## src/rtl/flash_pkg.sv

```systemverilog
package flash_pkg;
   typedef enum logic [1:0] {MD_ARRAY, MD_IDENT, MD_STATUS} rd_mode_t;
   typedef enum logic [1:0] {PD_NONE, PD_ERASE, PD_PROG} pend_t;
   localparam logic [7:0] CMD_IDENT  = 8'h90;
   localparam logic [7:0] CMD_ARRAY  = 8'hFF;
   localparam logic [7:0] CMD_STATUS = 8'h70;
   localparam logic [7:0] CMD_CLRERR = 8'h50;
   localparam logic [7:0] CMD_ERASE  = 8'h20;
   localparam logic [7:0] CMD_CONF   = 8'hD0;
   localparam logic [7:0] CMD_PROG   = 8'h40;
endpackage

```

## src/rtl/flash_gate.sv

```systemverilog
module flash_gate #(
   parameter int GATE_CYC = 100
) (
   input  logic clk,
   input  logic rst_n,
   input  logic kick,
   output logic open_o
);
   localparam int CW = $clog2(GATE_CYC + 1);
   logic [CW-1:0] cnt;

   always_ff @(posedge clk) begin
      if (!rst_n)                 cnt <= '0;
      else if (kick)              cnt <= CW'(GATE_CYC);
      else if (cnt != '0)         cnt <= cnt - 1'b1;
   end
   assign open_o = (cnt != '0);

   AST_GATE_OPENS: assert property (@(posedge clk) disable iff (!rst_n)
      kick |=> open_o);
   AST_GATE_STAYS_SHUT: assert property (@(posedge clk) disable iff (!rst_n)
      (!kick && !open_o) |=> !open_o);
endmodule

```

## src/rtl/flash_timer.sv

```systemverilog
module flash_timer #(
   parameter int ERASE_CYC = 64,
   parameter int PROG_CYC  = 8
) (
   input  logic clk,
   input  logic rst_n,
   input  logic start,
   input  logic is_erase,
   output logic busy,
   output logic done
);
   localparam int MAXC = (ERASE_CYC > PROG_CYC) ? ERASE_CYC : PROG_CYC;
   localparam int TW   = $clog2(MAXC + 1);
   logic [TW-1:0] cnt;

   always_ff @(posedge clk) begin
      if (!rst_n)            cnt <= '0;
      else if (start)        cnt <= is_erase ? TW'(ERASE_CYC) : TW'(PROG_CYC);
      else if (cnt != '0)    cnt <= cnt - 1'b1;
   end
   assign busy = (cnt != '0);
   assign done = (cnt == TW'(1));

   AST_START_BUSY: assert property (@(posedge clk) disable iff (!rst_n)
      start |=> busy);
endmodule

```

## src/rtl/flash_array.sv

```systemverilog
module flash_array #(
   parameter int ADDR_W  = 8,
   parameter int BLOCK_W = 6
) (
   input  logic              clk,
   input  logic              rst_n,
   input  logic              erase_go,
   input  logic              prog_go,
   input  logic [ADDR_W-1:0] op_addr,
   input  logic [7:0]        op_data,
   input  logic [ADDR_W-1:0] rd_addr,
   output logic [7:0]        rd_data,
   output logic              prog_fault
);
   localparam int DEPTH = 1 << ADDR_W;
   localparam int BN_W  = ADDR_W - BLOCK_W;
   logic [7:0] mem [DEPTH];
   logic [BN_W-1:0] blk;

   assign blk = op_addr[ADDR_W-1:BLOCK_W];

   always_ff @(posedge clk) begin
      if (!rst_n) begin
         for (int i = 0; i < DEPTH; i++) mem[i] <= 8'hFF;
      end else if (erase_go) begin
         for (int i = 0; i < DEPTH; i++)
            if ((i >> BLOCK_W) == int'(blk)) mem[i] <= 8'hFF;
      end else if (prog_go) begin
         mem[op_addr] <= mem[op_addr] & op_data;
      end
   end

   assign rd_data    = mem[rd_addr];
   assign prog_fault = |(~mem[op_addr] & op_data);
endmodule

```

## src/rtl/flash_cmd_emu.sv

```systemverilog
module flash_cmd_emu #(
   parameter int ADDR_W     = 8,
   parameter int BLOCK_W    = 6,
   parameter bit LARGE_PART = 1'b0,
   parameter int ERASE_CYC  = 64,
   parameter int PROG_CYC   = 8,
   parameter int GATE_CYC   = 100
) (
   input  logic              clk,
   input  logic              rst_n,
   input  logic              gate_kick,
   input  logic              bus_we,
   input  logic [ADDR_W-1:0] bus_addr,
   input  logic [7:0]        bus_wdata,
   output logic [7:0]        bus_rdata
);
   import flash_pkg::*;

   if (BLOCK_W >= ADDR_W || BLOCK_W < 2) begin : g_bad_block
      $error("BLOCK_W must be at least 2 and below ADDR_W");
   end
   if (ERASE_CYC < 1 || PROG_CYC < 1 || GATE_CYC < 1) begin : g_bad_cyc
      $error("cycle counts must be positive");
   end

   logic [7:0] id_man, id_dev;
   logic [ADDR_W-1:0] id_dev_addr;
   if (LARGE_PART) begin : g_id_large
      assign id_man = 8'hB0;
      assign id_dev = 8'hD4;
      assign id_dev_addr = ADDR_W'(2);
   end else begin : g_id_small
      assign id_man = 8'h89;
      assign id_dev = 8'hA6;
      assign id_dev_addr = ADDR_W'(1);
   end

   rd_mode_t          mode;
   pend_t             pend;
   logic              err_erase, err_prog;
   logic [ADDR_W-1:0] op_addr;
   logic [7:0]        op_data;
   logic              op_erase;
   logic              gate_open, busy, done, fault, wr_ok, start, start_erase;
   logic [7:0]        arr_data, stat_byte;

   flash_gate #(.GATE_CYC(GATE_CYC)) u_gate (
      .clk(clk), .rst_n(rst_n), .kick(gate_kick), .open_o(gate_open));

   assign wr_ok       = bus_we & gate_open;
   assign start_erase = wr_ok & ~busy & (pend == PD_ERASE) & (bus_wdata == CMD_CONF);
   assign start       = start_erase | (wr_ok & ~busy & (pend == PD_PROG));

   flash_timer #(.ERASE_CYC(ERASE_CYC), .PROG_CYC(PROG_CYC)) u_timer (
      .clk(clk), .rst_n(rst_n), .start(start), .is_erase(start_erase),
      .busy(busy), .done(done));

   flash_array #(.ADDR_W(ADDR_W), .BLOCK_W(BLOCK_W)) u_array (
      .clk(clk), .rst_n(rst_n),
      .erase_go(done & op_erase), .prog_go(done & ~op_erase),
      .op_addr(op_addr), .op_data(op_data),
      .rd_addr(bus_addr), .rd_data(arr_data), .prog_fault(fault));

   always_ff @(posedge clk) begin
      if (!rst_n) begin
         mode      <= MD_ARRAY;
         pend      <= PD_NONE;
         err_erase <= 1'b0;
         err_prog  <= 1'b0;
         op_addr   <= '0;
         op_data   <= '0;
         op_erase  <= 1'b0;
      end else begin
         if (done && !op_erase && fault) err_prog <= 1'b1;
         if (wr_ok) begin
            if (busy) begin
               if (bus_wdata == CMD_STATUS) mode <= MD_STATUS;
            end else begin
               unique case (pend)
                  PD_NONE: begin
                     unique case (bus_wdata)
                        CMD_IDENT:  mode <= MD_IDENT;
                        CMD_ARRAY:  mode <= MD_ARRAY;
                        CMD_STATUS: mode <= MD_STATUS;
                        CMD_CLRERR: begin
                           err_erase <= 1'b0;
                           err_prog  <= 1'b0;
                        end
                        CMD_ERASE:  pend <= PD_ERASE;
                        CMD_PROG:   pend <= PD_PROG;
                        default: ;
                     endcase
                  end
                  PD_ERASE: begin
                     pend <= PD_NONE;
                     mode <= MD_STATUS;
                     if (bus_wdata == CMD_CONF) begin
                        op_addr  <= bus_addr;
                        op_erase <= 1'b1;
                     end else begin
                        err_erase <= 1'b1;
                        err_prog  <= 1'b1;
                     end
                  end
                  default: begin
                     pend     <= PD_NONE;
                     mode     <= MD_STATUS;
                     op_addr  <= bus_addr;
                     op_data  <= bus_wdata;
                     op_erase <= 1'b0;
                  end
               endcase
            end
         end
      end
   end

   assign stat_byte = {~busy, 1'b0, err_erase, err_prog, 4'b0000};

   always_comb begin
      if (busy) bus_rdata = stat_byte;
      else begin
         unique case (mode)
            MD_IDENT:  bus_rdata = (bus_addr == '0) ? id_man :
                                   (bus_addr == id_dev_addr) ? id_dev : 8'h00;
            MD_STATUS: bus_rdata = stat_byte;
            default:   bus_rdata = arr_data;
         endcase
      end
   end

   AST_BUSY_NOT_READY: assert property (@(posedge clk) disable iff (!rst_n)
      busy |-> !bus_rdata[7]);
   AST_CLEAR_ERRORS: assert property (@(posedge clk) disable iff (!rst_n)
      (wr_ok && !busy && pend == PD_NONE && bus_wdata == CMD_CLRERR)
      |=> (!err_erase && !err_prog));
   AST_IDENT_ENTRY: assert property (@(posedge clk) disable iff (!rst_n)
      (wr_ok && !busy && pend == PD_NONE && bus_wdata == CMD_IDENT)
      |=> mode == MD_IDENT);
   AST_BAD_CONFIRM: assert property (@(posedge clk) disable iff (!rst_n)
      (wr_ok && !busy && pend == PD_ERASE && bus_wdata != CMD_CONF)
      |=> (err_erase && err_prog && !busy));
   AST_GATE_BLOCKS: assert property (@(posedge clk) disable iff (!rst_n)
      (!gate_open) |-> !start);
endmodule

```

## config.mk

```make
export PLATFORM = sky130hd
export DESIGN_NAME = flash_cmd_emu
export DESIGN_NICKNAME = d
export VERILOG_FILES = /design/src/rtl/flash_pkg.sv /design/src/rtl/flash_gate.sv /design/src/rtl/flash_timer.sv /design/src/rtl/flash_array.sv /design/src/rtl/flash_cmd_emu.sv
export SDC_FILE = /design/constraint.sdc
export NUM_CORES = 2
export LEC_CHECK = 0
export ABC_AREA = 1
export BUFFER_PORTS_ARGS = -buffer_cell sky130_fd_sc_hd__buf_2
export CORE_MARGIN = 4
export CORE_UTILIZATION = 38
export CTS_CLUSTER_SIZE = 16
export DETAILED_ROUTE_END_ITERATION = 8
export PLACE_DENSITY_LB_ADDON = 0.1
export SKIP_LAST_GASP = 1
export SLEW_MARGIN = 20
export SYNTH_ARGS = -nofsm -noshare
export SYNTH_HDL_FRONTEND = slang
export SYNTH_SLANG_ARGS = --single-unit
```

## constraint.sdc

```tcl
create_clock -name clk -period 2.5 [get_ports clk]
set_clock_uncertainty 0.1 [all_clocks]
set_input_delay 0.375 -clock clk [delete_from_list [all_inputs] [get_ports clk]]
set_output_delay 0.375 -clock clk [all_outputs]
set_load 0.01 [all_outputs]
```

Yosys cells after proc, flatten, opt, wreduce, memory -nomap -nowiden

Memory sizes are Yosys's and may differ from the RTL's. A register that Yosys moved wholly into a read port is not among the register bits.
Cells that the tools add are included.
Widths: inputs -> output; s select.

Bits in registers: 37
Bits in writable memories: 2,048
Input bits: 20
Output and inout port bits: 8
Logic and storage cells: 637
Memories: 1

Add/subtract/negate cells: 2
Eq/ne operators: 22
Mux-type cells: 310
Bitwise operators: 272
Reductions and logical operators: 20

Memory list:

| name        | depth | bits a word | rd ports | clocked after Yosys merged registers in | wr ports | RTL line          | text |
|---|---|---|---|---|---|---|---|
| u_array.mem | 256   | 8           | 2        | 1                                       | 256      | flash_array.sv:17 | `logic [7:0] mem [DEPTH];` |

Operators with widths:

| operator            | count |
|---|---|
| $mux 8              | 264 |
| $or 1x1->1          | 257 |
| $mux 7              | 5 |
| $pmux 8 s2          | 2 |
| $mux 1              | 30 |
| $eq 8x7->1 const B  | 3 |
| $eq 8x8->1 const B  | 3 |
| $and 8x8->8         | 2 |
| $reduce_or 8->1     | 2 |
| $reduce_bool 7->1   | 2 |
| $sub 7x1->7 const B | 2 |
| $reduce_and 3->1    | 3 |
| $eq 8x1->1 const B  | 1 |
| $eq 8x6->1 const B  | 1 |
| $logic_not 8->1     | 1 |
| $mux 2              | 4 |
| $not 8->8           | 1 |
| $and 1x1->1         | 7 |
| $eq 7x1->1 const B  | 1 |
| $ne 2x1->1 const B  | 3 |
| $pmux 1 s2          | 3 |
| $pmux 2 s3          | 1 |
| $reduce_bool 2->1   | 3 |
| $not 1->1           | 5 |
| 14 further kinds    | 20 |

Longest topological paths before layout

Depth in word-level cells: 9
Mapped depth: 22
Mapped depth without buffers: 18

Hierarchy

From an unflattened synthesis, not the netlist that was laid out.

Cell total of the unflattened synthesis: 14,487
Area total of the unflattened synthesis: 115,388.2 um^2

By module, submodules not included:

| module        | instances | cells each | area each (um^2) | seq. area each (um^2) |
|---|---|---|---|---|
| flash_array   | 1         | 14,169     | 113,243.6        | 61,499.0 |
| flash_cmd_emu | 1         | 212        | 1,375.1          | 460.4 |
| flash_timer   | 1         | 61         | 411.6            | 140.1 |
| flash_gate    | 1         | 45         | 357.8            | 140.1 |

Worst setup path after synthesis

No wires, ideal clock.

Path type: input port to output port
Start: input bus_addr[0]
End: output bus_rdata[7]
Arrival time: 2,111 ps
Data required time: 2,025 ps
Setup slack: -86 ps
Stages on the path: 14
Path buffers: 5
Path through: buf_2 buf_4 inv_2 buf_4 buf_2 buf_2 nand3_1 o2111ai_1 o211ai_1 nand3_1 nand3_1 a21oi_1 o21ai_0 o211ai_1

Longest elaborated chain between the ends: 5
Elaborated cells on any way between the ends: 7
Classes of those cells: eq/ne: 1; mux: 4; reduce/logical: 1; memory: 1

RTL lines:

| what                                                  | RTL line             | text |
|---|---|---|
| start, declared                                       | flash_cmd_emu.sv:13  | `input logic [ADDR_W-1:0] bus_addr,` |
| branches (longest 3 deep; another with $mem_v2 256x8) | --                   |  |
| $pmux 8 s2 (*)                                        | flash_cmd_emu.sv:123 | `unique case (mode)` |
| $mux 8 (*)                                            | flash_cmd_emu.sv:121 | `if (busy) bus_rdata = stat_byte;` |
| end, declared                                         | flash_cmd_emu.sv:15  | `output logic [7:0] bus_rdata` |

Mark *: on every way between the ends.

Worst setup path in the final report

Ends and elaborated chain as after synthesis.

==> flow_metrics.py <==
metrics = {
    "worst_setup_path": {
        "crit_buf_inv": 9,
        "path_delay_family": "buffers and inverters",
        "crit_path_frequent_cell": "buf_4",
        "r2r_setup_slack_ns": -1.06,
        "start_kind": "primary input",
        "reg2reg_depth": 23,
        "path_class": "in2out",
        "crit_slowest_cell": "o211ai_1",
        "regToRegEndpoint": "u_array.mem[142][6]$_SDFFCE_PN1P_",
        "critPathMaxFanout": 27,
        "cp_data_required_time_ns": 2.03,
        "max_stage_delay_ns": 0.42,
        "endpoint_kind": "primary output",
        "path_cells": "buf_8, inv_12, buf_12, buf_12, buf_4, buf_4, nor2_1, o211ai_1, nand2_1, nand3_1, nand3_1, a21oi_4, buf_6, o21ai_2, o211ai_1, buf_4, buf_6",
        "cp.arrival_ns": 3.49,
    },
    "power": {
        "p_sw_w": 0.0206,
        "netSwitchingFraction": 0.248,
        "p_int_w": 0.0625,
        "powerDensity_nw_per_um2": 547,
        "seqPwrFrac": 0.463,
        "peakVddDrop_mv": 0.629,
        "leakage_nw": 52.0,
        "clkPwrFrac": 0.446,
        "combPwrFrac": 0.091,
        "finalPower_w": 0.0831,
    },
    "grt": {
        "grt_pass1_wl_mm": 764,
        "grt-ovfl-total": 0,
        "antenna_found_initial": 24,
        "grt_pass1_vias": 106000,
        "grt_max_degree": 67,
        "track_usage": 0.336,
    },
    "clock_network": {
        "cts.path.max_buffers": 4,
        "cts_tree": "built",
        "clk_latency_ns": 0.97,
        "clock-sinks": 2093,
        "h-tree-depth": 4,
        "path_clk_slew_ns": 0.07,
        "numCtsBuffers": 243,
        "cts-root-buf": "clkbuf_16",
    },
    "die": {
        "die_y_um": 556,
        "die-area_um2": 309000,
        "std_cell_rows": 200,
        "start_util": 0.383,
        "ioPinCount": 28,
        "die_width_um": 556,
        "design.core.area_um2": 298000,
    },
    "timing": {
        "report.final.slew_viol_count": 0,
        "whs_ns": 0.172,
        "fin_crit_sh": 1.59,
        "maxSlewHeadroom": 0.456,
        "finalSetupViolations": 4105,
        "fin_ws_ns": -1.47,
        "tightestPinTransition_ns": 0.816,
        "hold_viol": 0,
        "rsz0062_at_grt": "true",
        "clock.fmax_mhz": 252,
        "period_needed_ns": 3.97,
    },
    "cells_and_area": {
        "fillers": 27400,
        "multi_input_area_um2": 50200,
        "layout_common_cells": "nand2_1 (4599), nand3_1 (2292), edfxtp_1 (2048)",
        "ff_latch_area_um2": 62400,
        "layout_commonest_cell": "nand2_1",
        "final_layout_size_suffix_gt1_frac": 0.232,
        "fin_util": 0.509,
        "nets": 14800,
        "syn2layout_area_growth_pct": 33.0,
    },
    "route": {
        "dr.pass1.iters": 7,
        "ant_nets": 0,
        "vias": 115000,
        "drt_iter0_drc": 19000,
        "routed_via_density": 6.06,
        "wl_per_cell_um": 29.6,
        "routed_wl_mm": 561,
        "drc": 0,
    },
    "placed_design": {
        "dp_hpwl_mm": 365,
        "place_congestion": 0.985,
        "io_buffer_count": 27,
        "pre_cts_ws_ns": -1.99,
    },
    "min_path": {
        "hold_depth": 5,
        "hold_path.class": "in2reg",
        "hold_start": "bus_addr[5]",
    },
    "job": {
        "drv_cap": 0,
    },
    "synth": {
        "synthCells": 13500,
        "yosysWarnings": 0,
        "syn_nets": 13500,
        "yosysUniqueCellTypes": 36,
        "seq_area_frac_synth": 0.547,
        "yosys_register_bits": 2093,
        "synthArstFlopShare": 0,
        "ys.flop_type": "edfxtp_1",
        "synth_area_um2": 114000,
        "avgSynthCellArea_um2": 8.44,
        "synth_edf_count": 2048,
    },
    "run_status": {
        "status": "complete, but fails checks",
        "violations": "setup timing",
    },
}
==> power by group through the flow <==
stage	logic [W]	clock network, W	registers (W)
2_1_floorplan	0.00323	0	0.0392
5_1_grt	0.00791	0.0389	0.0384
4_1_cts	0.00725	0.0374	0.0385
3_5_place_dp	0.00697	0	0.0392
3_3_place_gp	0.00694	0	0.0392
6_report	0.00758	0.0370	0.0385
==> Yosys cell counts (2+ instances only) <==
cell type / number / area [µm²]
nor2_1: 854 / 3210
nand2_1: 4815 / 18100
xnor2_1: 2 / 17.5
ha_1: 5 / 62.6
edfxtp_1: 2048 / 61500
o211ai_1: 308 / 2310
o21ai_1: 7 / 35.0
o2111ai_1: 232 / 2030
nand3_2: 5 / 50.1
nand3_1: 2860 / 14300
a211oi_1: 2 / 15.0
a21oi_1: 154 / 771
dfxtp_1: 45 / 901
a31oi_1: 12 / 75.1
nor4_1: 4 / 25.0
clkbuf_1: 501 / 1880
buf_4: 232 / 1740
o21ai_0: 800 / 4000
inv_2: 9 / 33.8
nor3_1: 12 / 60.1
nor2_4: 2 / 22.5
nand4_1: 5 / 31.3
buf_6: 14 / 158
buf_2: 425 / 2130
buf_1: 58 / 218
inv_1: 87 / 327
==> through the flow <==
stage | setup TNS [ns] | std cells | instance area, µm²
2_1_floorplan | -26.08 | 13500 | 114000
3_3_place_gp | -2738.85 | 18200 | 132000
3_5_place_dp | -2824.19 | 18200 | 132000
4_1_cts | -2429.70 | 18800 | 145000
5_1_grt | -2959.09 | 18900 | 152000
6_report | -2652.70 | 18900 | 152000
==> sequential cells by signal, summed over array words and instances, names as in the netlist, named ones only <==
| name | count |
|---|---|
| u_array.mem | 2048 |
| op_addr | 8 |
| op_data | 8 |
| u_gate.cnt | 7 |
| u_timer.cnt | 7 |
| mode | 2 |
| pend | 2 |
| err_erase | 1 |
| err_prog | 1 |
| op_erase | 1 |
==> logic make-up (layout without fill, tap and decap cells) <==
| kind of cell | Yosys count | after routing | share of synthesized area |
|---|---|---|---|
| simple gates | 8560 | 8560 | 0.314 |
| xor+xnor | 3 | 3 | 0.000230 |
| fa+ha+maj | 5 | 5 | 0.000548 |
| flops | 2093 | 2093 | 0.547 |
| compound gates | 1519 | 1519 | 0.0813 |
| other cells | 0 | 5 | 0 |
| buf+inv | 1328 | 2808 | 0.0569 |
==> worst register-to-register path, cell delays in order, from the launching register on <==
cell and delay [ns]:
dfxtp_4 0.38, buf_12 0.19, buf_12 0.15, inv_16 0.05
buf_16 0.15, buf_12 0.14, buf_16 0.15, buf_8 0.15
buf_6 0.11, nand2_2 0.05, nand3_2 0.06, nand3_2 0.09
nand3_2 0.07, nand3_2 0.09, nand3_2 0.09, nand3_4 0.14
nand3_2 0.09, buf_6 0.16, nand3_4 0.16, buf_12 0.18
buf_12 0.12, clkbuf_16 0.16, buf_4 0.18, nand2_1 0.07
==> what timing repair did <==
action / CTS / global route
hold endpoints to repair: 40 / 0
buffers inserted: 71 / 100
cloned: 57 / 81
resized for setup: 471 / 860
pin swaps: 87 / 205
endpoints found under the setup margin: 4105 / 4123
hold buffers: 14 / 0
==> per-layer routing <==
metal	part of all wire	wire, µm	global-route usage
met3	0.11	62800	0.0688
met2	0.44	245000	0.516
met4	0.060	33500	0.156
met1	0.39	219000	0.457
met5	0.00019	107	0
==> worst max-delay path by stage <==
stage | startpoint | end | slack (ns) | depth (start not counted)
after detailed placement | bus_addr[1] | bus_rdata[4] | -1.99 | 18
after global placement | bus_addr[1] | bus_rdata[4] | -2.03 | 18
after CTS | u_array.mem[106][3]$_SDFFCE_PN1P_ | bus_rdata[3] | -1.43 | 12
final | bus_addr[0] | bus_rdata[7] | -1.47 | 17
after global routing | u_array.mem[122][7]$_SDFFCE_PN1P_ | bus_rdata[7] | -1.43 | 11
after floorplan | u_timer.cnt[4]$_SDFFE_PN0P_ | u_array.mem[144][0]$_SDFFCE_PN1P_ | -0.03 | 12
==> final cells by class <==
class / count / share of cell area
antenna: 5 / 0.0000825
clock buffer: 288 / 0.0422
clock inverter: 162 / 0.0111
inverter: 98 / 0.00316
multi-input combinational: 10100 / 0.331
sequential: 2093 / 0.411
tap: 3939 / 0.0325
timing repair buffer: 2255 / 0.168
timing repair inverter: 5 / 0.000619
No activity file was read; power rests on OpenSTA's default activity.
